File: src/rtl/issue_pkg.sv
package issue_pkg;

   // Tracking state of the oldest unresolved operation of one thread.
   typedef enum logic [1:0] {
      CTX_FREE    = 2'd0,   // no tracked operation
      CTX_TIMED   = 2'd1,   // non-memory anchor, waiting out the pipeline
      CTX_MEMWAIT = 2'd2    // memory anchor, waiting for its strobe
   } ctx_mode_e;

   // Smallest legal pipeline latency: the countdown needs one live cycle.
   localparam int unsigned MIN_PIPE_LAT = 2;

endpackage

File: src/rtl/issue_thread_ctx.sv
module issue_thread_ctx
   import issue_pkg::*;
#(
   parameter int unsigned LA_W     = 3,
   parameter int unsigned PIPE_LAT = 21
) (
   input  logic            clk,
   input  logic            rst_n,
   input  logic            avail,
   input  logic [LA_W-1:0] lookahead,
   input  logic            is_mem,
   input  logic            mem_done,
   input  logic            grant,
   output logic            eligible,
   output logic            pending
);

   localparam int unsigned TMR_W = $clog2(PIPE_LAT);
   localparam logic [TMR_W-1:0] TMR_LOAD = TMR_W'(PIPE_LAT - 1);
   localparam logic [TMR_W-1:0] TMR_LAST = TMR_W'(1);

   ctx_mode_e         mode_q;
   logic [LA_W-1:0]   credit_q;
   logic [TMR_W-1:0]  timer_q;
   logic              resolve;
   logic              start_anchor;

   // The anchor resolves on the last countdown cycle or on its memory strobe.
   always_comb begin
      unique case (mode_q)
         CTX_TIMED:   resolve = (timer_q == TMR_LAST);
         CTX_MEMWAIT: resolve = mem_done;
         default:     resolve = 1'b0;
      endcase
   end

   assign pending      = (mode_q != CTX_FREE);
   assign eligible     = avail & (!pending | (credit_q != '0));
   assign start_anchor = !pending | resolve;

   always_ff @(posedge clk) begin
      if (!rst_n) begin
         mode_q   <= CTX_FREE;
         credit_q <= '0;
         timer_q  <= '0;
      end else if (grant) begin
         if (start_anchor) begin
            mode_q   <= is_mem ? CTX_MEMWAIT : CTX_TIMED;
            credit_q <= lookahead;
            timer_q  <= TMR_LOAD;
         end else begin
            credit_q <= credit_q - 1'b1;
            if (mode_q == CTX_TIMED) begin
               timer_q <= timer_q - 1'b1;
            end
         end
      end else if (resolve) begin
         mode_q <= CTX_FREE;
      end else if (mode_q == CTX_TIMED) begin
         timer_q <= timer_q - 1'b1;
      end
   end

endmodule

File: src/rtl/issue_rr_arb.sv
module issue_rr_arb #(
   parameter int unsigned N_REQ = 16,
   parameter int unsigned ID_W  = (N_REQ > 1) ? $clog2(N_REQ) : 1
) (
   input  logic             clk,
   input  logic             rst_n,
   input  logic [N_REQ-1:0] req,
   input  logic             advance,
   output logic [N_REQ-1:0] gnt,
   output logic [ID_W-1:0]  gnt_id,
   output logic             any
);

   localparam logic [ID_W-1:0] LAST_INIT = ID_W'(N_REQ - 1);

   logic [ID_W-1:0]  last_q;
   logic [N_REQ-1:0] above_mask;
   logic [N_REQ-1:0] req_hi;
   logic [ID_W-1:0]  pick_hi;
   logic [ID_W-1:0]  pick_all;

   // Threads strictly after the last issued one form the first search window.
   for (genvar gi = 0; gi < N_REQ; gi++) begin : g_mask
      assign above_mask[gi] = (gi > int'(last_q));
   end

   assign req_hi = req & above_mask;

   always_comb begin
      pick_hi  = '0;
      pick_all = '0;
      for (int i = N_REQ - 1; i >= 0; i--) begin
         if (req_hi[i]) pick_hi = ID_W'(i);
         if (req[i])    pick_all = ID_W'(i);
      end
   end

   assign any    = |req;
   assign gnt_id = (|req_hi) ? pick_hi : pick_all;

   for (genvar gi = 0; gi < N_REQ; gi++) begin : g_onehot
      assign gnt[gi] = any & (gnt_id == ID_W'(gi));
   end

   always_ff @(posedge clk) begin
      if (!rst_n) begin
         last_q <= LAST_INIT;
      end else if (advance) begin
         last_q <= gnt_id;
      end
   end

endmodule

File: src/rtl/issue_la_sched.sv
module issue_la_sched #(
   parameter int unsigned N_THREADS = 16,
   parameter int unsigned LA_W      = 3,
   parameter int unsigned PIPE_LAT  = 21,
   localparam int unsigned TID_W    = (N_THREADS > 1) ? $clog2(N_THREADS) : 1
) (
   input  logic                      clk,
   input  logic                      rst_n,
   input  logic [N_THREADS-1:0]      inst_avail,
   input  logic [N_THREADS*LA_W-1:0] inst_lookahead,
   input  logic [N_THREADS-1:0]      inst_is_mem,
   input  logic [N_THREADS-1:0]      mem_done,
   output logic                      issue_valid,
   output logic [TID_W-1:0]          issue_tid
);

   if (PIPE_LAT < issue_pkg::MIN_PIPE_LAT) begin : g_bad_lat
      $error("issue_la_sched: PIPE_LAT must be at least 2");
   end
   if (N_THREADS < 2) begin : g_bad_thr
      $error("issue_la_sched: N_THREADS must be at least 2");
   end
   if (LA_W < 1) begin : g_bad_la
      $error("issue_la_sched: LA_W must be at least 1");
   end

   logic [N_THREADS-1:0] elig_vec;
   logic [N_THREADS-1:0] pend_vec;
   logic [N_THREADS-1:0] arb_gnt;
   logic [N_THREADS-1:0] grant_vec;
   logic [TID_W-1:0]     arb_id;
   logic                 arb_any;

   for (genvar gt = 0; gt < N_THREADS; gt++) begin : g_thread
      issue_thread_ctx #(
         .LA_W     (LA_W),
         .PIPE_LAT (PIPE_LAT)
      ) ctx_i (
         .clk       (clk),
         .rst_n     (rst_n),
         .avail     (inst_avail[gt]),
         .lookahead (inst_lookahead[gt*LA_W +: LA_W]),
         .is_mem    (inst_is_mem[gt]),
         .mem_done  (mem_done[gt]),
         .grant     (grant_vec[gt]),
         .eligible  (elig_vec[gt]),
         .pending   (pend_vec[gt])
      );
   end

   issue_rr_arb #(
      .N_REQ (N_THREADS),
      .ID_W  (TID_W)
   ) arb_i (
      .clk     (clk),
      .rst_n   (rst_n),
      .req     (elig_vec),
      .advance (issue_valid),
      .gnt     (arb_gnt),
      .gnt_id  (arb_id),
      .any     (arb_any)
   );

   assign grant_vec   = arb_gnt & {N_THREADS{rst_n}};
   assign issue_valid = arb_any & rst_n;
   assign issue_tid   = arb_id;

endmodule

File: config.mk
export PLATFORM = sky130hd
export DESIGN_NAME = issue_la_sched
export DESIGN_NICKNAME = d
export VERILOG_FILES = /design/src/rtl/issue_pkg.sv /design/src/rtl/issue_thread_ctx.sv /design/src/rtl/issue_rr_arb.sv /design/src/rtl/issue_la_sched.sv
export SDC_FILE = /design/constraint.sdc
export NUM_CORES = 1
export LEC_CHECK = 0
export BUFFER_PORTS_ARGS = -buffer_cell sky130_fd_sc_hd__buf_2
export CAP_MARGIN = 20
export CORE_ASPECT_RATIO = 0.9
export CORE_MARGIN = 1.5
export CORE_UTILIZATION = 50
export DETAILED_ROUTE_END_ITERATION = 16
export PLACE_DENSITY_LB_ADDON = 0.05
export SETUP_SLACK_MARGIN = 0.1
export SLEW_MARGIN = 20
export SYNTH_ARGS = -nofsm -noshare
export SYNTH_HDL_FRONTEND = slang
export SYNTH_SLANG_ARGS = --single-unit
File: constraint.sdc
create_clock -name clk -period 3.7 [get_ports clk]
set_input_delay 0.37 -clock clk [delete_from_list [all_inputs] [get_ports clk]]
set_output_delay 0.37 -clock clk [all_outputs]
set_load 0.01 [all_outputs]
Word level (Yosys, flattened, before mapping)
Index checks and enable logic that the tools add are counted.
- output and inout bits: 5
- register bits: 164
- $lt $le $gt $ge: 15
- reductions and logical operators: 83
- bitwise logic cells: 67
- muxes and demuxes: 193
- eq/ne operators: 95
- add/subtract/negate cells: 32
- operators with widths (cell ; number):
    5-bit 2-to-1 mux ; 64
    4-bit 2-to-1 mux ; 33
    2-bit 2-to-1 mux ; 64
    5-bit by 1-bit equality test with 1-bit output, second input constant ; 16
    5-bit by 1-bit subtractor with 5-bit output, second input constant ; 16
    2-bit nonzero test ; 32
    3-bit 2-to-1 mux ; 16
    3-bit nonzero test ; 16
    3-bit by 1-bit subtractor with 3-bit output, second input constant ; 16
    1-bit bitwise AND ; 33
    16-bit bitwise AND ; 2
    2-bit by 1-bit equality test with 1-bit output, second input constant ; 16
    2-bit equality test, second input constant ; 16
    4-bit equality test, second input constant ; 8
    4-bit > comparator, first input constant ; 8
    2-bit by 1-bit != test with 1-bit output, second input constant ; 16
    2-bit != test, second input constant ; 16
    1-bit OR ; 32
    1-bit one-hot mux with 2 select lines ; 16
    2-bit AND reduction ; 16
    16-bit OR reduction ; 2
    4-bit by 3-bit equality test with 1-bit output, second input constant ; 4
    3-bit by 4-bit > comparator with 1-bit output, first input constant ; 4
    1-bit logical NOT ; 16
    5 further kinds ; 7

Longest topological paths before layout
Gate-level depths: netlist of the first run.
- word-level depth: 27
- mapped depth: 13

Hierarchy
Synthesis of the first run repeated with hierarchy kept, for this count alone.
- cells, all modules: 1545
- area total of the unflattened synthesis: 12956.2 um2
- modules (own cells, without submodules) (module ; times used ; cells each ; area an instance (um2)):
    issue_thread_ctx ; 16 ; 86 ; 737.0
    issue_rr_arb ; 1 ; 151 ; 1031.0
    issue_la_sched ; 1 ; 18 ; 133.9

Worst setup path after synthesis of the first run
Ideal clock, no wire load.
- path kind: reg2reg
- from: reg g_thread[11].ctx_i.mode_q[0]
- to: reg g_thread[4].ctx_i.timer_q[0]
- stages on the path, launching flop included: 13
- data arrival time: 3.049 ns
- path slack: 0.535 ns
- data required time: 3.584 ns
- setup time: 0.116 ns
- period minus slack after synthesis: 3.165 ns
- path through: dfxtp_1 -> inv_1 -> ha_1 -> or3b_1 -> clkbuf_1 -> a32o_1 -> a22o_1 -> or3b_4 -> a21oi_4 -> o211ai_4 -> or3_1 -> buf_2 -> and3_1
- cells in the longest elaborated chain, start to end: 22
- elaborated cells between the ends (all ways): 37
- RTL lines (what ; RTL line ; source):
    from (decl) ; issue_thread_ctx.sv:22 ; ctx_mode_e mode_q;
    from (signal assigned) ; issue_thread_ctx.sv:48 ; mode_q <= is_mem ? CTX_MEMWAIT : CTX_TIMED;
    2-bit nonzero test * ; issue_thread_ctx.sv:37 ; assign pending = (mode_q != CTX_FREE);
    1-bit logical NOT * ; issue_thread_ctx.sv:38 ; assign eligible = avail & (!pending | (credit_q != '0));
    1-bit OR * ; issue_thread_ctx.sv:38 ;
    1-bit bitwise AND * ; issue_thread_ctx.sv:38 ;
    16-bit bitwise AND ; issue_rr_arb.sv:27 ; assign req_hi = req & above_mask;
    4-bit 2-to-1 mux (12 in series) ; issue_rr_arb.sv:33 ; if (req_hi[i]) pick_hi = ID_W'(i);
    4-bit 2-to-1 mux ; issue_rr_arb.sv:39 ; assign gnt_id = (|req_hi) ? pick_hi : pick_all;
    4-bit by 3-bit equality test with 1-bit output ; issue_rr_arb.sv:42 ; assign gnt[gi] = any & (gnt_id == ID_W'(gi));
    1-bit bitwise AND * ; issue_rr_arb.sv:42 ;
    16-bit bitwise AND * ; issue_la_sched.sv:64 ; assign grant_vec = arb_gnt & {N_THREADS{rst_n}};
    2-bit != test (no line) or 5-bit 2-to-1 mux (tied branches) ; n/a ;
    to (signal assigned) ; issue_thread_ctx.sv:54 ; timer_q <= timer_q - 1'b1;
    to (signal assigned) ; issue_thread_ctx.sv:60 ; timer_q <= timer_q - 1'b1;
    to (decl) ; issue_thread_ctx.sv:24 ; logic [TMR_W-1:0] timer_q;
Mark *: on every way between the ends. The rest lies on a longest branch, timed or not.
A chain may end at the register's enable or synchronous reset.

Worst setup path in the final report of the first run
- from: reg g_thread[6].ctx_i.mode_q[0]
- to: out issue_tid[2]
- cells in the longest elaborated chain, start to end: 13
- elaborated cells between the ends (all ways): 21
- RTL lines (what ; RTL line ; source):
    from (decl) ; issue_thread_ctx.sv:22 ;
    from (signal assigned) ; issue_thread_ctx.sv:48 ;
    2-bit nonzero test * ; issue_thread_ctx.sv:37 ;
    1-bit logical NOT * ; issue_thread_ctx.sv:38 ;
    1-bit OR * ; issue_thread_ctx.sv:38 ;
    1-bit bitwise AND * ; issue_thread_ctx.sv:38 ;
    16-bit bitwise AND ; issue_rr_arb.sv:27 ;
    4-bit 2-to-1 mux (7 in series) ; issue_rr_arb.sv:33 ;
    4-bit 2-to-1 mux * ; issue_rr_arb.sv:39 ;
    to (decl) ; issue_la_sched.sv:14 ; output logic [TID_W-1:0] issue_tid
Marked as above.

==> impl_metrics.ini, run 1 <==
[logic_synthesis]
synthTopCellsByArea = dfxtp_1 (31%), ha_1 (13%), inv_1 (4.3%)
ys_seq_area_frac = 0.309
avgSynthCellArea_um2 = 8.29
synth_async_sr_flop_share = 0
syn-num-nets = 1494
yosysTopAreaCell = dfxtp_1
yosysTopAreaCellShare = 0.309
ys_warn_count = 0
synth.distinct_cells = 77
syn-instance-count = 1284
ys.flop_type = dfxtp_1
synth.cell_area_mm2 = 0.0106
synth-edff-count = 0
ys_ff_latch = 164

[die]
die-height_um = 141
die-area_mm2 = 0.0222
ioPinCount = 103
start_util = 0.511
rows = 50
core-area_mm2 = 0.0208
die_x_um = 157

[clock_tree]
cts_buffer_depth = 2
clk_pin_slew_ns = 0.07
root_buffer = clkbuf_16
cts_tree = yes
cts_hold_buf = 0
numCtsBuffers = 17
insertion_delay_ns = 0.43
htreeDepth = 4
cts_num_sinks = 164

[placement]
place_inst = 1660
hpwl_mm = 20.6
io_buffer_count = 102
gp_congestion = 0.901

[sta]
tns_ns = 0
rsz0062_at_grt = true
hold_viol = 0
max-slew-margin-rel = 0.443
setup_viol = 0
drv_slew = 0
skew_ns = 0.0143
clock.fmax_ghz = 0.285
period_share = 0.949
post-route-min-period_ns = 3.51
tightestPinTransition_ns = 0.835

[critical_path]
cpLargestDelayFamily = simple AND/OR/NAND/NOR gates
worstPathArrival_ns = 3.14
r2r_end = g_thread[10].ctx_i.credit_q[0]$_SDFFE_PN0P_
r2r_start = g_thread[1].ctx_i.mode_q[0]$_SDFFE_PN0P_
endpoint_kind = primary output
slowest_delay_ns = 0.41
startpoint_type = flop
r2r_setup_slack_ns = 0.26
cpMaxStageDelayCell = or3b_1
crit_fanout = 14
required_ns = 3.33
worst-path-stages = 10
cp.buffers_inverters = 4
reg2regPathDepth = 12
critical_path_class = flop to primary output
cp_cell_sequence = inv_1, ha_1, or3b_1, and4_1, or2_1, or3_4, o21ai_4, inv_4, buf_6, buf_2

[routing]
dr.pass1.iters = 5
vias_per_cell = 5.71
dr.first_iter.drc_count = 511
wl_mm = 28.5
antenna_left = 0
drc = 0
vias = 9823
wl_per_cell_um = 16.6

[grt]
track_usage = 0.263
grt-ovfl-total = 0
antenna_found_initial = 3
grt_pass1_wl_mm = 46.5
grt_max_degree = 63
grt_pass1_vias = 9371

[worst_hold_path]
holdPathStages = 2
worstHoldPathType = input pin to flop
worstHoldStart = inst_is_mem[3]
worst_hold_path.endpoint = g_thread[3].ctx_i.mode_q[0]$_SDFFE_PN0P_

[finish]
fillers = 1877
syn2layout_area_growth_pct = 18.9
layout-drive-gt1-share = 0.187
fin_cells = 1719
final_nets = 1629

[flow_run]
max-cap-violations = 0

[run_status]
outcome = complete, no violations

[pwr]
p_leak_nw = 5.01
peakVddDrop_uv = 400
powerDensity_mw_per_mm2 = 845
==> state kept, by name, summed over array words and instances, names as in the netlist <==
register,cells
g_thread.ctx_i.timer_q,80
g_thread.ctx_i.credit_q,48
g_thread.ctx_i.mode_q,32
arb_i.last_q,4
==> per-layer routing <==
metal	GRT usage	share of wire	wire length, um
met5	0	0.00095	27
met4	0.0571	0.017	480
met3	0.0452	0.047	1340
met2	0.439	0.46	13100
met1	0.356	0.47	13500
==> layout by cell type (no fill, tap or decap), drive strengths merged, types with 13 or more instances in the layout <==
cell type / netlist / routed
buf: 18 / 168
dfxtp: 164 / 164
inv: 125 / 129
nand2: 116 / 116
ha: 112 / 112
a21oi: 85 / 85
nand3: 69 / 69
nor2: 56 / 56
o21ai: 54 / 54
and3: 38 / 38
xnor2: 36 / 36
nor3: 31 / 31
xor2: 28 / 28
nor3b: 22 / 22
nand4: 20 / 20
clkbuf: 34 / 20
o32ai: 17 / 17
o22ai: 15 / 15
o2bb2ai: 14 / 14
mux2i: 14 / 14
or3b: 14 / 14
nand2b: 13 / 13
==> logic make-up after synthesis <==
logic type | count (synthesis) | synth area share
xor+xnor | 64 | 0.0527
simple gates | 448 | 0.226
fa+ha+maj | 112 | 0.132
buf+inv | 177 | 0.0645
mux | 14 | 0.0132
flops | 164 | 0.309
compound gates | 305 | 0.203
==> cells in the mapped netlist, types with 9 or more instances <==
cell       count
dfxtp_1      164
inv_1        123
nand2_1      115
ha_1         112
a21oi_1       83
nand3_1       68
nor2_1        56
o21ai_0       52
and3_1        38
xnor2_1       36
clkbuf_1      34
nor3_1        29
xor2_1        28
nor3b_1       22
nand4_1       20
o32ai_1       17
o22ai_1       15
mux2i_1       14
o2bb2ai_1     14
nand2b_1      13
buf_2         12
or3_1         12
or4_1         12
nor4_1        11
o311ai_0      11
a211oi_1      10
a32o_1        10
and2_1        10
o211ai_1      10
a22o_1         9
==> report_power, final <==
group,internal [mW],total [mW],switching [mW]
Clock,1.11,1.89,0.781
Combinational,2.52,6.04,3.51
Sequential,2.33,2.76,0.433
Total,5.96,10.7,4.73
==> final cells by class <==
| cell class | instances | area (um^2) | share of cell area |
|---|---|---|---|
| multi-input cells | 943 | 6850 | 0.542 |
| flip-flops and latches | 164 | 3290 | 0.260 |
| repair buffers | 168 | 1050 | 0.0832 |
| inverters | 125 | 474 | 0.0375 |
| clock buffers | 20 | 457 | 0.0361 |
| well taps | 286 | 358 | 0.0283 |
| clock inverters | 12 | 168 | 0.0133 |
| diodes | 1 | 2.50 | 0.000198 |
==> metrics by stage <==
stage / cell area [um^2] / hold WS [ns] / setup WS [ns] / utilization / power (mW)
after CTS: 12400 / 0.106 / 0.0850 / 0.594 / 10.3
after detailed placement: 11600 / 0.452 / 0.0313 / 0.557 / 8.08
after global routing: 12700 / 0.110 / 0.0228 / 0.607 / 11.5
after floorplan: 10600 / 0.435 / 0.535 / - / 6.42
final: 12700 / 0.112 / 0.187 / 0.607 / 10.7
after global placement: 11600 / 0.446 / 0.110 / 0.557 / 8.02
==> what timing repair did <==
item / 4_1_cts / 5_1_grt
setup endpoints to repair: 18 / 107
gates resized for setup: 18 / 37
setup buffers: 9 / 17
endpoints found under the hold margin: 0 / 0
pin swaps: 6 / 11
==> how the worst max path moves through the flow <==
stage / from / to / slack [ns]
floorplan: g_thread[11].ctx_i.mode_q[0]$_SDFFE_PN0P_ / g_thread[4].ctx_i.timer_q[0]$_SDFFE_PN0P_ / 0.54
global placement: g_thread[15].ctx_i.mode_q[0]$_SDFFE_PN0P_ / g_thread[3].ctx_i.timer_q[1]$_SDFFE_PN0P_ / 0.11
detailed placement: g_thread[15].ctx_i.mode_q[0]$_SDFFE_PN0P_ / g_thread[3].ctx_i.timer_q[1]$_SDFFE_PN0P_ / 0.03
CTS: g_thread[5].ctx_i.mode_q[0]$_SDFFE_PN0P_ / issue_tid[1] / 0.08
global route: g_thread[1].ctx_i.mode_q[0]$_SDFFE_PN0P_ / g_thread[10].ctx_i.credit_q[0]$_SDFFE_PN0P_ / 0.02
finish: g_thread[6].ctx_i.mode_q[0]$_SDFFE_PN0P_ / issue_tid[2] / 0.19
Note: power is estimated with default switching activity, not from simulation.
==> run 2, diff against run 1 <==
- RECOVER_POWER: default -> 100
==> run 2 against run 1 <==
Sequential power barely moved. Global-route usage did not move. Critical path depth rose by 1. Design area fell by 0.66%. First-iteration DRC count fell by 4.1%. Wire length fell by 0.21%. Combinational power fell by 2%. Register-to-register slack got worse by 0.08 ns. Clock power barely moved. Power fell by 1.1%. Worst hold slack got worse by 0.0012 ns. Worst setup slack got worse by 0.0027 ns.
==> impl_metrics.ini, run 2 (same netlist as run 1, synthesis figures left out) <==
[run_status]
outcome = complete, no violations

[finish]
multi_input_area_mm2 = 0.00682
final_cell_mix = dfxtp_1 (160), inv_1 (121), nand2_1 (115)
seqCellArea_mm2 = 0.00329
final_nets = 1629
fin_cells = 1719
reg.largest.list = g_thread.ctx_i.timer_q x80, g_thread.ctx_i.credit_q x48, g_thread.ctx_i.mode_q x32
regMostFlops = g_thread.ctx_i.timer_q
syn2layout_area_growth_pct = 18.1
layout-drive-gt1-share = 0.172
final_common_cell = dfxtp_1
fillers = 1895
largest_register_ffs = 80

[sta]
skew_ns = 0.0149
tightestPinTransition_ns = 0.851
period_share = 0.950
tns_ns = 0
setup_viol = 0
drv_slew = 0
rsz0062_at_grt = true
max-slew-margin-rel = 0.433
post-route-min-period_ns = 3.52
hold_viol = 0
fin_ws_ns = 0.185
clock.fmax_ghz = 0.284

[grt]
antenna_found_initial = 3
grt_pass1_vias = 9371
grt-ovfl-total = 0
grt_pass1_wl_mm = 46.5
grt_max_degree = 63
track_usage = 0.263

[routing]
antenna_left = 0
top_layer = met5
wl_met3_mm = 1.30
wl_per_cell_um = 16.5
vias_per_cell = 5.71
vias = 9812
drc = 0
wl_met2_mm = 13.2
dr.pass1.iters = 5
dr.first_iter.drc_count = 490
wl_mm = 28.4
wl_met1_mm = 13.5

[die]
die-area_mm2 = 0.0222
die-height_um = 141
rows = 50
die_x_um = 157
ioPinCount = 103
start_util = 0.511
core-area_mm2 = 0.0208

[clock_tree]
numCtsBuffers = 17
cts_tree = yes
cts_buffer_depth = 2
htreeDepth = 4
cts_num_sinks = 164
root_buffer = clkbuf_16
clk_pin_slew_ns = 0.07
cts_hold_buf = 0
insertion_delay_ns = 0.43

[critical_path]
reg2regPathDepth = 11
r2r_end = g_thread[5].ctx_i.mode_q[1]$_SDFFE_PN0P_
startpoint_type = flop
crit_fanout = 10
cpLargestDelayFamily = simple AND/OR/NAND/NOR gates
critical_path_class = flop to flop
r2r_start = g_thread[10].ctx_i.mode_q[0]$_SDFFE_PN0P_
endpoint_kind = flop
worstPathArrival_ns = 3.83
cp.buffers_inverters = 2
required_ns = 4.02
slowest_delay_ns = 0.59
cpMaxStageDelayCell = or4b_1
r2r_setup_slack_ns = 0.18
cp_cell_sequence = inv_1, ha_2, or3b_4, a32o_1, a22o_1, clkbuf_1, or3b_1, nand2_1, nand2_1, or4b_1, a32o_1

[worst_hold_path]
worst_hold_path.endpoint = g_thread[3].ctx_i.mode_q[0]$_SDFFE_PN0P_
worstHoldStart = inst_is_mem[3]
holdPathStages = 2
worstHoldPathType = input pin to flop

[placement]
gp_congestion = 0.901
pre_cts_slack_ns = 0.0313
hpwl_mm = 20.6
io_buffer_count = 102
place_inst = 1660

[pwr]
peakVddDrop_uv = 398
total_power_mw = 10.6
p_leak_nw = 4.95
powerDensity_mw_per_mm2 = 841

[flow_run]
max-cap-violations = 0
[run 2: how the worst max path moves through the flow]
stage                                                   start  cells after the start  slack (ns)                                           to
floorplan           g_thread[11].ctx_i.mode_q[0]$_SDFFE_PN0P_                     12        0.54    g_thread[4].ctx_i.timer_q[0]$_SDFFE_PN0P_
global placement    g_thread[15].ctx_i.mode_q[0]$_SDFFE_PN0P_                     11        0.11    g_thread[3].ctx_i.timer_q[1]$_SDFFE_PN0P_
detailed placement  g_thread[15].ctx_i.mode_q[0]$_SDFFE_PN0P_                     11        0.03    g_thread[3].ctx_i.timer_q[1]$_SDFFE_PN0P_
CTS                  g_thread[5].ctx_i.mode_q[0]$_SDFFE_PN0P_                     11        0.08                                 issue_tid[1]
global route         g_thread[1].ctx_i.mode_q[0]$_SDFFE_PN0P_                     12       0.002  g_thread[10].ctx_i.credit_q[0]$_SDFFE_PN0P_
finish              g_thread[10].ctx_i.mode_q[0]$_SDFFE_PN0P_                     11        0.18     g_thread[5].ctx_i.mode_q[1]$_SDFFE_PN0P_
[run 2: layout make-up]
cell class                 instances  share of cell area
timing repair buffer             168              0.0799
antenna                            1            0.000199
tap                              286              0.0285
inverter                         125              0.0377
multi-input combinational        943               0.542
sequential                       164               0.262
clock inverter                    12              0.0133
clock buffer                      20              0.0363
[run 2: routing by layer]
| layer | track usage | vias up |
|---|---|---|
| li1 | - | 4912 |
| met4 | 0.0571 | 4 |
| met5 | 0 | - |
| met1 | 0.356 | 4643 |
| met3 | 0.0452 | 34 |
| met2 | 0.439 | 219 |
[run 2: timing repair]
action	4_1_cts	5_1_grt
pin swaps	6	11
buffers inserted	9	17
endpoints found under the setup margin	18	107
resized for setup	18	37
gates cloned	0	0
[run 2: stage by stage]
step	util	hold slack, ns	cell area (um^2)
final	0.603	0.111	12600
after global routing	0.603	0.110	12600
after CTS	0.594	0.106	12400
after detailed placement	0.557	0.452	11600
after global placement	0.557	0.446	11600
after floorplan	-	0.435	10600
[run 2: report_power, final]
| part | switching, mW | leakage [nW] | total [mW] | internal, mW |
|---|---|---|---|---|
| sequential | 0.432 | 1.33 | 2.76 | 2.33 |
| clock | 0.781 | 0.296 | 1.89 | 1.11 |
| combinational | 3.47 | 3.33 | 5.92 | 2.45 |
==> run 3, diff against run 2 <==
- SYNTH_HIERARCHICAL: default -> 1
==> run 3 against run 2 <==
Global-route usage decreased by 0.38 points. Maximum frequency decreased by 4.4%. Core utilization increased by 8.8 points. Worst setup slack got worse by 0.16 ns. Register-to-register slack got worse by 0.16 ns. Clock power increased by 3%. Area after synthesis increased by 21%. Sequential power decreased by 2%. Power increased by 6.9%. Clock skew increased by 0.00068 ns. Sequential share of layout area decreased by 7.2 points. Flip-flop and latch count unchanged.
==> impl_metrics.ini, run 3 <==
[grt]
met3_usage = 0.0379
grt-ovfl-total = 0
antenna_found_initial = 0
use_met1 = 0.355
grt_pass1_wl_mm = 57.6
top_usage_layer = met2
grtUsageMet2 = 0.428
track_usage = 0.260
grt_pass1_vias = 12200
grt_max_degree = 65

[clock_tree]
root_buffer = clkbuf_16
insertion_delay_ns = 0.43
cts_num_sinks = 164
cts_tree = yes
cts_buffer_depth = 2
cts_hold_buf = 0
htreeDepth = 4
clk_pin_slew_ns = 0.07
numCtsBuffers = 17

[logic_synthesis]
ys_warn_count = 6
avgSynthCellArea_um2 = 8.43
synth.cell_area_mm2 = 0.0129
syn-instance-count = 1529
syn-num-nets = 1739

[finish]
syn2layout_area_growth_pct = 35.4
regMostFlops = g_thread.ctx_i/timer_q
fin_util = 0.691
largest_register_ffs = 80
layout-drive-gt1-share = 0.371
fillers = 2024
final_cell_mix = buf_4 (231), dfxtp_1 (144), nand2_1 (120)
final_common_cell = buf_4
final_nets = 2085
num_antenna_cells = 0
reg.largest.list = g_thread.ctx_i/timer_q x80, g_thread.ctx_i/credit_q x48, g_thread.ctx_i/mode_q x32

[pwr]
power_frac_comb = 0.588
clockPowerShare = 0.172
switchingPower_mw = 4.58
power.share.sequential = 0.240
powerDensity_mw_per_mm2 = 647
p_leak_nw = 6.83
p_sw_frac = 0.405
peakVddDrop_uv = 455
intPower_mw = 6.72

[sta]
tightestPinTransition_ns = 0.847
skew_ns = 0.0156
rsz0062_at_grt = true
setup_viol = 0
hold_ws_ns = 0.135
drv_slew = 0
period_share = 0.994
max-slew-margin-rel = 0.435
hold_viol = 0
post-route-min-period_ns = 3.68
clock.fmax_ghz = 0.272

[die]
die_x_um = 172
die-area_mm2 = 0.0268
rows = 55
die-height_um = 155
start_util = 0.511
ioPinCount = 103
core-area_mm2 = 0.0253

[critical_path]
required_ns = 4.04
startpoint_type = flop
worstSetupEndpoint = g_thread[10].ctx_i/mode_q[0]$_SDFFE_PN0P_
r2r_setup_slack_ns = 0.02
reg2regPathDepth = 19
crit_fanout = 6
endpoint_kind = flop
r2r_start = g_thread[15].ctx_i/mode_q[1]$_SDFFE_PN0P_
setup.worst_path.start = g_thread[15].ctx_i/mode_q[1]$_SDFFE_PN0P_
worstPathArrival_ns = 4.02
critical_path_class = flop to flop
r2r_end = g_thread[10].ctx_i/mode_q[0]$_SDFFE_PN0P_

[worst_hold_path]
worstHoldPathType = input pin to flop

[routing]
dr.pass1.iters = 6
wl_mm = 35.9
vias_per_cell = 5.89
vias = 13100
wl_per_cell_um = 16.1
drc = 0
antenna_left = 0
dr.first_iter.drc_count = 929

[placement]
hpwl_mm = 24.5
io_buffer_count = 102
gp_congestion = 0.869

[flow_run]
max-cap-violations = 0

[run_status]
outcome = complete, no violations
[run 3: cell types whose count changed in the layout (fill, tap and decap cells not counted), moves of 20 or more]
cell / delta
buf_4: +182
inv_2: +24
nor2b_1: +29
xnor2_1: -36
xor2_1: -28
buf_6: +28
and3_1: -35
nand4b_1: +48
or4b_4: +21
a31oi_1: +95
nor2_1: -20
nor3_1: -29
or3_1: +54
nand3_1: -31
[run 3: worst min path at each step]
stage          depth (start not counted)                                   endpoint                                      start
5_1_grt                                2  g_thread[12].ctx_i/mode_q[0]$_SDFFE_PN0P_                            inst_is_mem[12]
2_1_floorplan                          1               arb_i/last_q[3]$_SDFFE_PN1P_                                      rst_n
4_1_cts                                2   g_thread[0].ctx_i/mode_q[0]$_SDFFE_PN0P_                             inst_is_mem[0]
3_5_place_dp                           2  g_thread[9].ctx_i/timer_q[1]$_SDFFE_PN0P_  g_thread[9].ctx_i/timer_q[1]$_SDFFE_PN0P_
3_3_place_gp                           2  g_thread[9].ctx_i/timer_q[1]$_SDFFE_PN0P_  g_thread[9].ctx_i/timer_q[1]$_SDFFE_PN0P_
6_report                               2   g_thread[0].ctx_i/mode_q[0]$_SDFFE_PN0P_                             inst_is_mem[0]
[run 3: what timing repair did]
| action | in CTS | in global routing |
|---|---|---|
| setup endpoints to repair | 150 | 146 |
| setup buffers | 43 | 34 |
| pin swaps | 42 | 72 |
| resized for setup | 125 | 148 |
[run 3: metal layers]
layer	vias to the layer above	part of all wire
li1	6509	-
met1	6300	0.48
met2	274	0.47
met3	46	0.038
met4	0	0.016
met5	-	0
[run 3: area by class of cell]
cell class,count,area (um^2),area share
tap,342,428,0.0245
timing repair buffer,369,2690,0.154
multi-input combinational,1186,9870,0.566
clock buffer,21,460,0.0264
clock inverter,11,176,0.0101
inverter,137,519,0.0297
sequential,164,3310,0.190
[run 3: worst max-delay path, cell delays in order, from the launching register on]
cell	delay [ns]
dfxtp_2	0.33
inv_2	0.05
ha_4	0.16
nor2_2	0.09
a21boi_1	0.06
buf_4	0.17
buf_6	0.12
nor2_4	0.09
a41oi_2	0.05
or4b_4	0.60
nor4_4	0.34
nor2_4	0.08
buf_6	0.14
nor4_4	0.26
and2_4	0.18
buf_6	0.12
nand4b_1	0.14
o211a_4	0.32
buf_6	0.12
o31ai_4	0.16
[run 3: power groups by stage]
stage               registers, mW  clock network, mW  logic [mW]
floorplan                    2.56                  0        3.14
global placement             2.68                  0        4.87
detailed placement           2.69                  0        4.95
CTS                          2.68               1.99        5.69
global route                 2.79               2.06        7.19
finish                       2.71               1.95        6.64
[run 3: metrics by stage]
stage	TNS, ns	std cells	area (um^2)	setup WS [ns]	power (mW)
floorplan	0	1529	12900	0.140	5.69
global placement	-14.97	2123	15100	-0.407	7.55
detailed placement	-16.73	2123	15100	-0.404	7.64
CTS	0	2198	16600	0.0779	10.4
global route	-5.06	2230	17500	-0.149	12.0
finish	0	2230	17500	0.0215	11.3
